## config.mk

```make
export PLATFORM = sky130hd
export DESIGN_NAME = burst_phase_sel
export DESIGN_NICKNAME = d
export VERILOG_FILES = /design/src/rtl/bps_pkg.sv /design/src/rtl/bps_retime.sv /design/src/rtl/bps_detect.sv /design/src/rtl/bps_ctrl.sv /design/src/rtl/burst_phase_sel.sv
export SDC_FILE = /design/constraint.sdc
export NUM_CORES = 1
export LEC_CHECK = 0
export BUFFER_PORTS_ARGS = -buffer_cell sky130_fd_sc_hd__buf_2
export CORE_MARGIN = 10
export CORE_UTILIZATION = 30
export CTS_BUF_LIST = sky130_fd_sc_hd__clkbuf_2
export CTS_CLUSTER_DIAMETER = 150
export DETAILED_ROUTE_END_ITERATION = 12
export PLACE_DENSITY_LB_ADDON = 0.05
export SLEW_MARGIN = 20
export SYNTH_ARGS = -nofsm -noshare
export SYNTH_HDL_FRONTEND = slang
export SYNTH_SLANG_ARGS = --single-unit
```

## constraint.sdc

```tcl
create_clock -name clk_i -period 2.8 [get_ports clk_i]
set_input_delay 0.84 -clock clk_i [delete_from_list [all_inputs] [get_ports clk_i]]
set_output_delay 0.84 -clock clk_i [all_outputs]
set_load 0.1 [all_outputs]
```

## src/rtl/bps_pkg.sv

```systemverilog
package bps_pkg;
  typedef enum logic [1:0] {
    ST_IDLE   = 2'd0,
    ST_SEARCH = 2'd1,
    ST_LOCK   = 2'd2
  } bps_state_e;
endpackage

```

## src/rtl/bps_retime.sv

```systemverilog
module bps_retime #(
  parameter int NPH = 4
) (
  input  logic           clk_i,
  input  logic           rst_ni,
  input  logic [NPH-1:0] samp_i,
  output logic [NPH-1:0] algn_o
);
  for (genvar p = 0; p < NPH; p++) begin : g_ph
    logic cap_q, algn_q;
    // capture stage, then common reference-phase stage
    always_ff @(posedge clk_i or negedge rst_ni) begin
      if (!rst_ni) begin
        cap_q  <= 1'b0;
        algn_q <= 1'b0;
      end else begin
        cap_q  <= samp_i[p];
        algn_q <= cap_q;
      end
    end
    assign algn_o[p] = algn_q;
  end
endmodule

```

## src/rtl/bps_detect.sv

```systemverilog
module bps_detect #(
  parameter int                 NPH   = 4,
  parameter int                 SPB   = 2,
  parameter int                 PAT_W = 3,
  parameter logic [PAT_W-1:0]   PAT   = 3'b101
) (
  input  logic           clk_i,
  input  logic           rst_ni,
  input  logic [NPH-1:0] algn_i,
  output logic [NPH-1:0] hit_o
);
  localparam int HLEN = (PAT_W - 1) * SPB + 1;

  for (genvar p = 0; p < NPH; p++) begin : g_ph
    logic [HLEN-1:0] hist_q;
    always_ff @(posedge clk_i or negedge rst_ni) begin
      if (!rst_ni) hist_q <= '0;
      else         hist_q <= {hist_q[HLEN-2:0], algn_i[p]};
    end
    // taps one bit period apart, bit 0 newest
    always_comb begin
      hit_o[p] = 1'b1;
      for (int k = 0; k < PAT_W; k++) begin
        if (hist_q[k*SPB] != PAT[k]) hit_o[p] = 1'b0;
      end
    end
  end
endmodule

```

## src/rtl/bps_ctrl.sv

```systemverilog
module bps_ctrl
  import bps_pkg::*;
#(
  parameter int NPH     = 4,
  parameter int WIN_CYC = 64
) (
  input  logic                   clk_i,
  input  logic                   rst_ni,
  input  logic                   burst_start_i,
  input  logic                   burst_end_i,
  input  logic [NPH-1:0]         hit_i,
  output logic [$clog2(NPH)-1:0] sel_o,
  output logic                   lock_o,
  output logic                   srch_o,
  output logic                   tmo_o
);
  localparam int SW   = $clog2(NPH);
  localparam int CW   = $clog2(WIN_CYC + 1);
  localparam int HALF = NPH / 2;

  bps_state_e    st_q;
  logic [CW-1:0] cnt_q;
  logic [SW-1:0] sel_q, win, sel_d;
  logic          tmo_q;

  // lowest index wins a tie
  always_comb begin
    win = '0;
    for (int p = NPH - 1; p >= 0; p--) begin
      if (hit_i[p]) win = SW'(p);
    end
    sel_d = SW'((int'(win) + HALF) % NPH);
  end

  always_ff @(posedge clk_i or negedge rst_ni) begin
    if (!rst_ni) begin
      st_q  <= ST_IDLE;
      cnt_q <= '0;
      sel_q <= '0;
      tmo_q <= 1'b0;
    end else if (burst_end_i) begin
      st_q  <= ST_IDLE;
      tmo_q <= 1'b0;
    end else if (burst_start_i) begin
      st_q  <= ST_SEARCH;
      cnt_q <= '0;
      tmo_q <= 1'b0;
    end else if (st_q == ST_SEARCH) begin
      if (|hit_i) begin
        st_q  <= ST_LOCK;
        sel_q <= sel_d;
      end else if (cnt_q == CW'(WIN_CYC - 1)) begin
        st_q  <= ST_IDLE;
        tmo_q <= 1'b1;
      end else begin
        cnt_q <= cnt_q + 1'b1;
      end
    end
  end

  assign sel_o  = sel_q;
  assign lock_o = (st_q == ST_LOCK);
  assign srch_o = (st_q == ST_SEARCH);
  assign tmo_o  = tmo_q;
endmodule

```

## src/rtl/burst_phase_sel.sv

```systemverilog
module burst_phase_sel #(
  parameter int               NPH     = 4,
  parameter int               SPB     = 2,
  parameter int               WIN_CYC = 64,
  parameter int               PAT_W   = 3,
  parameter logic [PAT_W-1:0] PAT     = 3'b101
) (
  input  logic                   clk_i,
  input  logic                   rst_ni,
  input  logic                   burst_start_i,
  input  logic                   burst_end_i,
  input  logic [NPH-1:0]         samp_i,
  output logic                   data_o,
  output logic                   valid_o,
  output logic                   lock_o,
  output logic [$clog2(NPH)-1:0] phase_o,
  output logic                   timeout_o
);
  localparam int SW = $clog2(NPH);

  logic [NPH-1:0] algn, hit;
  logic [SW-1:0]  sel;
  logic           lock, srch, tmo;
  logic           dout_q, vld_q;

  bps_retime #(.NPH(NPH)) u_retime (
    .clk_i(clk_i), .rst_ni(rst_ni), .samp_i(samp_i), .algn_o(algn)
  );

  bps_detect #(.NPH(NPH), .SPB(SPB), .PAT_W(PAT_W), .PAT(PAT)) u_detect (
    .clk_i(clk_i), .rst_ni(rst_ni), .algn_i(algn), .hit_o(hit)
  );

  bps_ctrl #(.NPH(NPH), .WIN_CYC(WIN_CYC)) u_ctrl (
    .clk_i(clk_i), .rst_ni(rst_ni),
    .burst_start_i(burst_start_i), .burst_end_i(burst_end_i),
    .hit_i(hit), .sel_o(sel), .lock_o(lock), .srch_o(srch), .tmo_o(tmo)
  );

  always_ff @(posedge clk_i or negedge rst_ni) begin
    if (!rst_ni) begin
      dout_q <= 1'b0;
      vld_q  <= 1'b0;
    end else begin
      dout_q <= algn[sel];
      vld_q  <= lock && !burst_end_i;
    end
  end

  assign data_o    = dout_q;
  assign valid_o   = vld_q;
  assign lock_o    = lock;
  assign phase_o   = sel;
  assign timeout_o = tmo;
endmodule

```

---- Yosys cells after proc, flatten, opt, wreduce, memory -nomap -nowiden ----
Cells that the tools add are included.
W data, S select, Z words.
word-level totals
  register bits after elaboration ......... 42
  input bits .............................. 8
  output and inout bits ................... 6
cells by class
  add/subtract/negate cells ............... 2
  order comparisons ....................... 1
  eq/ne operators ......................... 6
  mux-type cells .......................... 32
  bitwise logic cells ..................... 2
  reductions and logical operators ........ 11
operators with widths
  cell                   number
  $mux W7                4
  $mux W1                18
  $mux W2                9
  $reduce_and A4 Y1      2
  $add A7 B1 Y7 const B  1
  $eq A7 B6 Y1 const B   1
  $reduce_bool A3 Y1     2
  $ne A2 B2 Y1 const B   2
  $reduce_bool A4 Y1     1
  $reduce_or A4 Y1       1
  $lt A2 B3 Y1 const B   1
  $ne A3 B3 Y1 const B   1
  $reduce_and A3 Y1      1
  $add A2 B2 Y2 const B  1
  $bmux W1 S2            1
  $eq A2 B1 Y1 const B   1
  $eq A2 B2 Y1 const B   1
  $not A1 Y1             2
  $reduce_and A2 Y1      1
  $reduce_bool A2 Y1     1
  $logic_and A1 B1 Y1    1
  $logic_not A1 Y1       1

---- Logic depth before layout (Yosys ltp) ----
  word-level depth ........................ 8
  mapped depth ............................ 6

---- By module ----
A second synthesis with hierarchy kept.
second synthesis, totals
  cell total of the unflattened synthesis .. 106
  area total of the unflattened synthesis .. 1535.2 µm²
modules (own cells, without submodules)
  module           times used  cells each  area an instance (µm²)
  bps_ctrl         1           66          690.7
  bps_detect       1           24          535.5
  bps_retime       1           12          230.2
  burst_phase_sel  1           4           78.8

---- Worst setup path before layout ----
OpenSTA, ideal clock, no wires.
  path type ............................... reg-to-output
  start ................................... register u_ctrl.st_q[1]
  end ..................................... output port lock_o
  data arrival time ....................... 1.684 ns
  data required time ...................... 1.960 ns
  setup slack ............................. 0.276 ns
  stages on the path, launching flop included .. 3
  cell sequence ........................... dfrtp_1 -> clkinv_1 -> nor2_1
on the way
  cells in the longest elaborated chain, start to end .. 1
RTL lines
  item                    RTL line               text
  from (decl)             bps_ctrl.sv:21         bps_state_e st_q;
  from (signal assigned)  bps_ctrl.sv:37         st_q <= ST_IDLE;
  from (signal assigned)  bps_ctrl.sv:42         st_q <= ST_IDLE;
  from (signal assigned)  bps_ctrl.sv:45         st_q <= ST_SEARCH;
  $eq A2 B2 Y1            bps_ctrl.sv:62         assign lock_o = (st_q == ST_LOCK);
  to (decl)               burst_phase_sel.sv:15  output logic lock_o,
Every way passes these cells.

---- Worst setup path after layout ----
Ends and elaborated chain as after synthesis.

==> impl_metrics.json <==
{
  "cts.htree.levels": 2,
  "grt.overflow.total": 0,
  "crit_buf_inv": 2,
  "numClockSinks": 42,
  "gp_congestion": 0.7151,
  "hold_viol": 0,
  "p_comb_share_pct": 17.6,
  "gr-usage-all-layers_pct": 6.726,
  "p_sw_uw": 374.7,
  "wl_um": 2571,
  "wl_per_cell_um": 13.05,
  "top_layer_used": "met4",
  "wl_met1_um": 1316,
  "fillers": 506,
  "worstPathArrival_ns": 1.41,
  "root_buffer": "clkbuf_2",
  "synth_top_area_share_pct": 69.36,
  "ys_ff_latch": 42,
  "final_nets": 138,
  "crit_slowest_cell": "buf_2",
  "clk_pin_slew_worst_paths_ns": 0.22,
  "synth_top_cell_by_area": "dfrtp_1",
  "worst_hold_slack_ns": 0.3711,
  "drt-initial-drc-count": 69,
  "clk_latency_ns": 0.38,
  "worst_pin_slew_ns": 0.8887,
  "clk_path_buf_depth": 2,
  "p_clk_share_pct": 22.4,
  "met2_length_um": 1108,
  "ys_top_cells_by_area": "dfrtp_1 (69%), nor2_1 (3.0%), nand2_1 (2.5%), a21oi_1 (2.3%), mux4_2 (1.5%)",
  "drc": 0,
  "first_pass_iters": 4,
  "viasPerCell": 4.543,
  "ys_warn_count": 0,
  "numCtsBuffers": 5,
  "ctsHoldBuffers": 0,
  "swShare_pct": 33.18,
  "final.min_clock_period_ns": 2.254,
  "drive_above_1_share_pct": 24.62,
  "syn_area_um2": 1515,
  "yosysUniqueCellTypes": 37,
  "power_density_nw_per_um2": 665.7,
  "area_growth_pct": 11.97,
  "synth_cells": 111,
  "postCtsSetupBuffers": 0,
  "initial_core_util_pct": 31.45,
  "p_total_mw": 1.129,
  "grt_max_degree": 43,
  "path_cells": "clkinv_1 -> nor2_1 -> buf_2",
  "dp_hpwl_um": 1802,
  "ioPinCount": 14,
  "antenna_found_initial": 0,
  "cts_tree": "yes",
  "p_leak_nw": 0.7917,
  "seqPwrFrac_pct": 60.0,
  "drv_cap": 0,
  "path_class": "register to primary output",
  "die_h_um": 91.07,
  "max_slew_margin_pct": 40.75,
  "cts_resized": 0,
  "maxSlewViolCount": 0,
  "rows": 25,
  "min_period_over_period_pct": 80.50,
  "start_kind": "register",
  "crit_path_end_kind": "primary output",
  "cp_max_fo": 5,
  "core_um2": 4817,
  "final.setup.tns_ns": 0,
  "rsz0062_at_grt": "no",
  "chipWidth_um": 91.07,
  "dieArea_um2": 8294,
  "port_buffers": 13,
  "hold_path.class": "register to register",
  "worst_ep_required_time_ns": 1.96,
  "critPathMaxStageDelay_ns": 0.43,
  "status": "finished, final reports clean",
  "vias": 895,
  "fin_skew_ns": 0.01852,
  "final_common_cell": "dfrtp_1",
  "postSynthAreaPerCell_um2": 13.65,
  "first_global_vias": 917,
  "yosysSeqAreaShare_pct": 69.36,
  "p_int_uw": 754.8,
  "cp_top_family": "buffers and inverters",
  "synth_nets": 120,
  "ir_worst_vdd_mv": 0.2934,
  "wl_met3_um": 117,
  "max_freq_mhz": 443.7,
  "grt_pass1_wl_um": 4526,
  "ant_nets": 0,
  "setup_viol": 0,
  "layout_common_cells": "dfrtp_1 (42), buf_2 (13), nor2_1 (12)",
  "diodes": 0
}
[cell families (layout without fill, tap and decap cells)]
| kind of cell | count (synthesis) | count (layout) | synth area share (%) |
|---|---|---|---|
| flops | 42 | 42 | 69.36 |
| simple gates | 37 | 37 | 13.13 |
| compound gates | 25 | 25 | 13.05 |
| buf+inv | 4 | 23 | 1.486 |
| mux | 2 | 2 | 2.147 |
| fa+ha+maj | 1 | 1 | 0.8256 |
[synthesized netlist by cell type]
cell type / instances
o41ai_2: 1
a32o_1: 2
mux2i_1: 1
nor3b_2: 1
nand4_1: 1
a21o_1: 2
nand2b_1: 1
nor2b_1: 1
a32oi_1: 1
buf_6: 1
and3_1: 1
nor4_2: 1
nand3b_2: 2
nor2_2: 1
nor3_1: 1
o211ai_4: 1
o21ai_0: 3
or2_2: 1
mux4_2: 1
nand2_1: 10
nand3_1: 1
dfrtp_1: 42
or2_1: 1
clkbuf_1: 2
o311a_1: 1
a22o_1: 2
a31o_1: 1
clkinv_1: 1
nor4b_1: 1
ha_1: 1
o31ai_1: 1
o21ai_1: 1
a21bo_1: 1
o21bai_1: 1
nor2_1: 12
a21oi_1: 7
nand2_2: 1
[worst register-to-register path: stages, from the launching register on]
cell and delay, ns:
dfrtp_1 0.47, ha_1 0.29, nor3b_2 0.20, nor4_2 0.15, buf_4 0.22, nand2_2 0.08
o311a_1 0.29
[path summary, 6_finish.rpt]
| path | endpoint | from | slack, ns | cells after the start |
|---|---|---|---|---|
| max | lock_o | u_ctrl.st_q[1] | 0.55 | 3 |
| min | u_retime.g_ph[0].algn_q | u_retime.g_ph[0].cap_q | 0.37 | 0 |
| max reg2reg | u_ctrl.cnt_q[6] | u_ctrl.cnt_q[0] | 1.02 | 6 |
| min reg2reg | u_retime.g_ph[0].algn_q | u_retime.g_ph[0].cap_q | 0.37 | 0 |
| max in group asynchronous | u_ctrl.cnt_q[1] | rst_ni | 1.70 | 1 |
| min in group asynchronous | u_detect.g_ph[1].hist_q[0] | rst_ni | 0.54 | 1 |
[metrics by stage]
step | instances | instance area, um2 | setup slack, ns | utilization [%]
final | 197 | 1697 | 0.5461 | 35.22
after global routing | 197 | 1697 | 0.3950 | 35.22
after CTS | 197 | 1697 | 0.4671 | 35.22
after detailed placement | 189 | 1653 | 0.7869 | 34.31
after global placement | 189 | 1653 | 0.8529 | 34.31
after floorplan | 111 | 1515 | 0.2761 | -
[power groups by stage]
stage / combinational (mW) / sequential (mW) / clock, mW
2_1_floorplan: 0.0571 / 0.783 / 0
3_3_place_gp: 0.201 / 0.689 / 0
3_5_place_dp: 0.203 / 0.689 / 0
4_1_cts: 0.203 / 0.679 / 0.272
5_1_grt: 0.214 / 0.685 / 0.294
6_report: 0.199 / 0.678 / 0.253
[layer usage]
metal,up-vias,GRT usage [%]
met5,-,0
met4,0,3.133
met3,4,2.634
met2,20,9.189
met1,440,9.033
li1,431,-
[state kept, by name, summed over array words and instances (netlist names)]
signal / flops
u_ctrl.sel_o: 2
valid_o: 1
data_o: 1
u_retime.g_ph.cap_q: 4
u_ctrl.cnt_q: 7
u_ctrl.tmo_o: 1
u_retime.g_ph.algn_q: 4
u_ctrl.st_q: 2
u_detect.g_ph.hist_q: 20
[layout make-up]
type | instances | area, um2 | share of cell area [%]
multi-input cells | 65 | 441.7 | 26.03
well taps | 67 | 83.83 | 4.941
flip-flops and latches | 42 | 1051 | 61.95
clock buffers | 5 | 25.02 | 1.475
inverters | 1 | 3.754 | 0.2212
clock inverters | 3 | 18.77 | 1.106
repair buffers | 14 | 72.57 | 4.277
(Power assumes the default switching activity.)
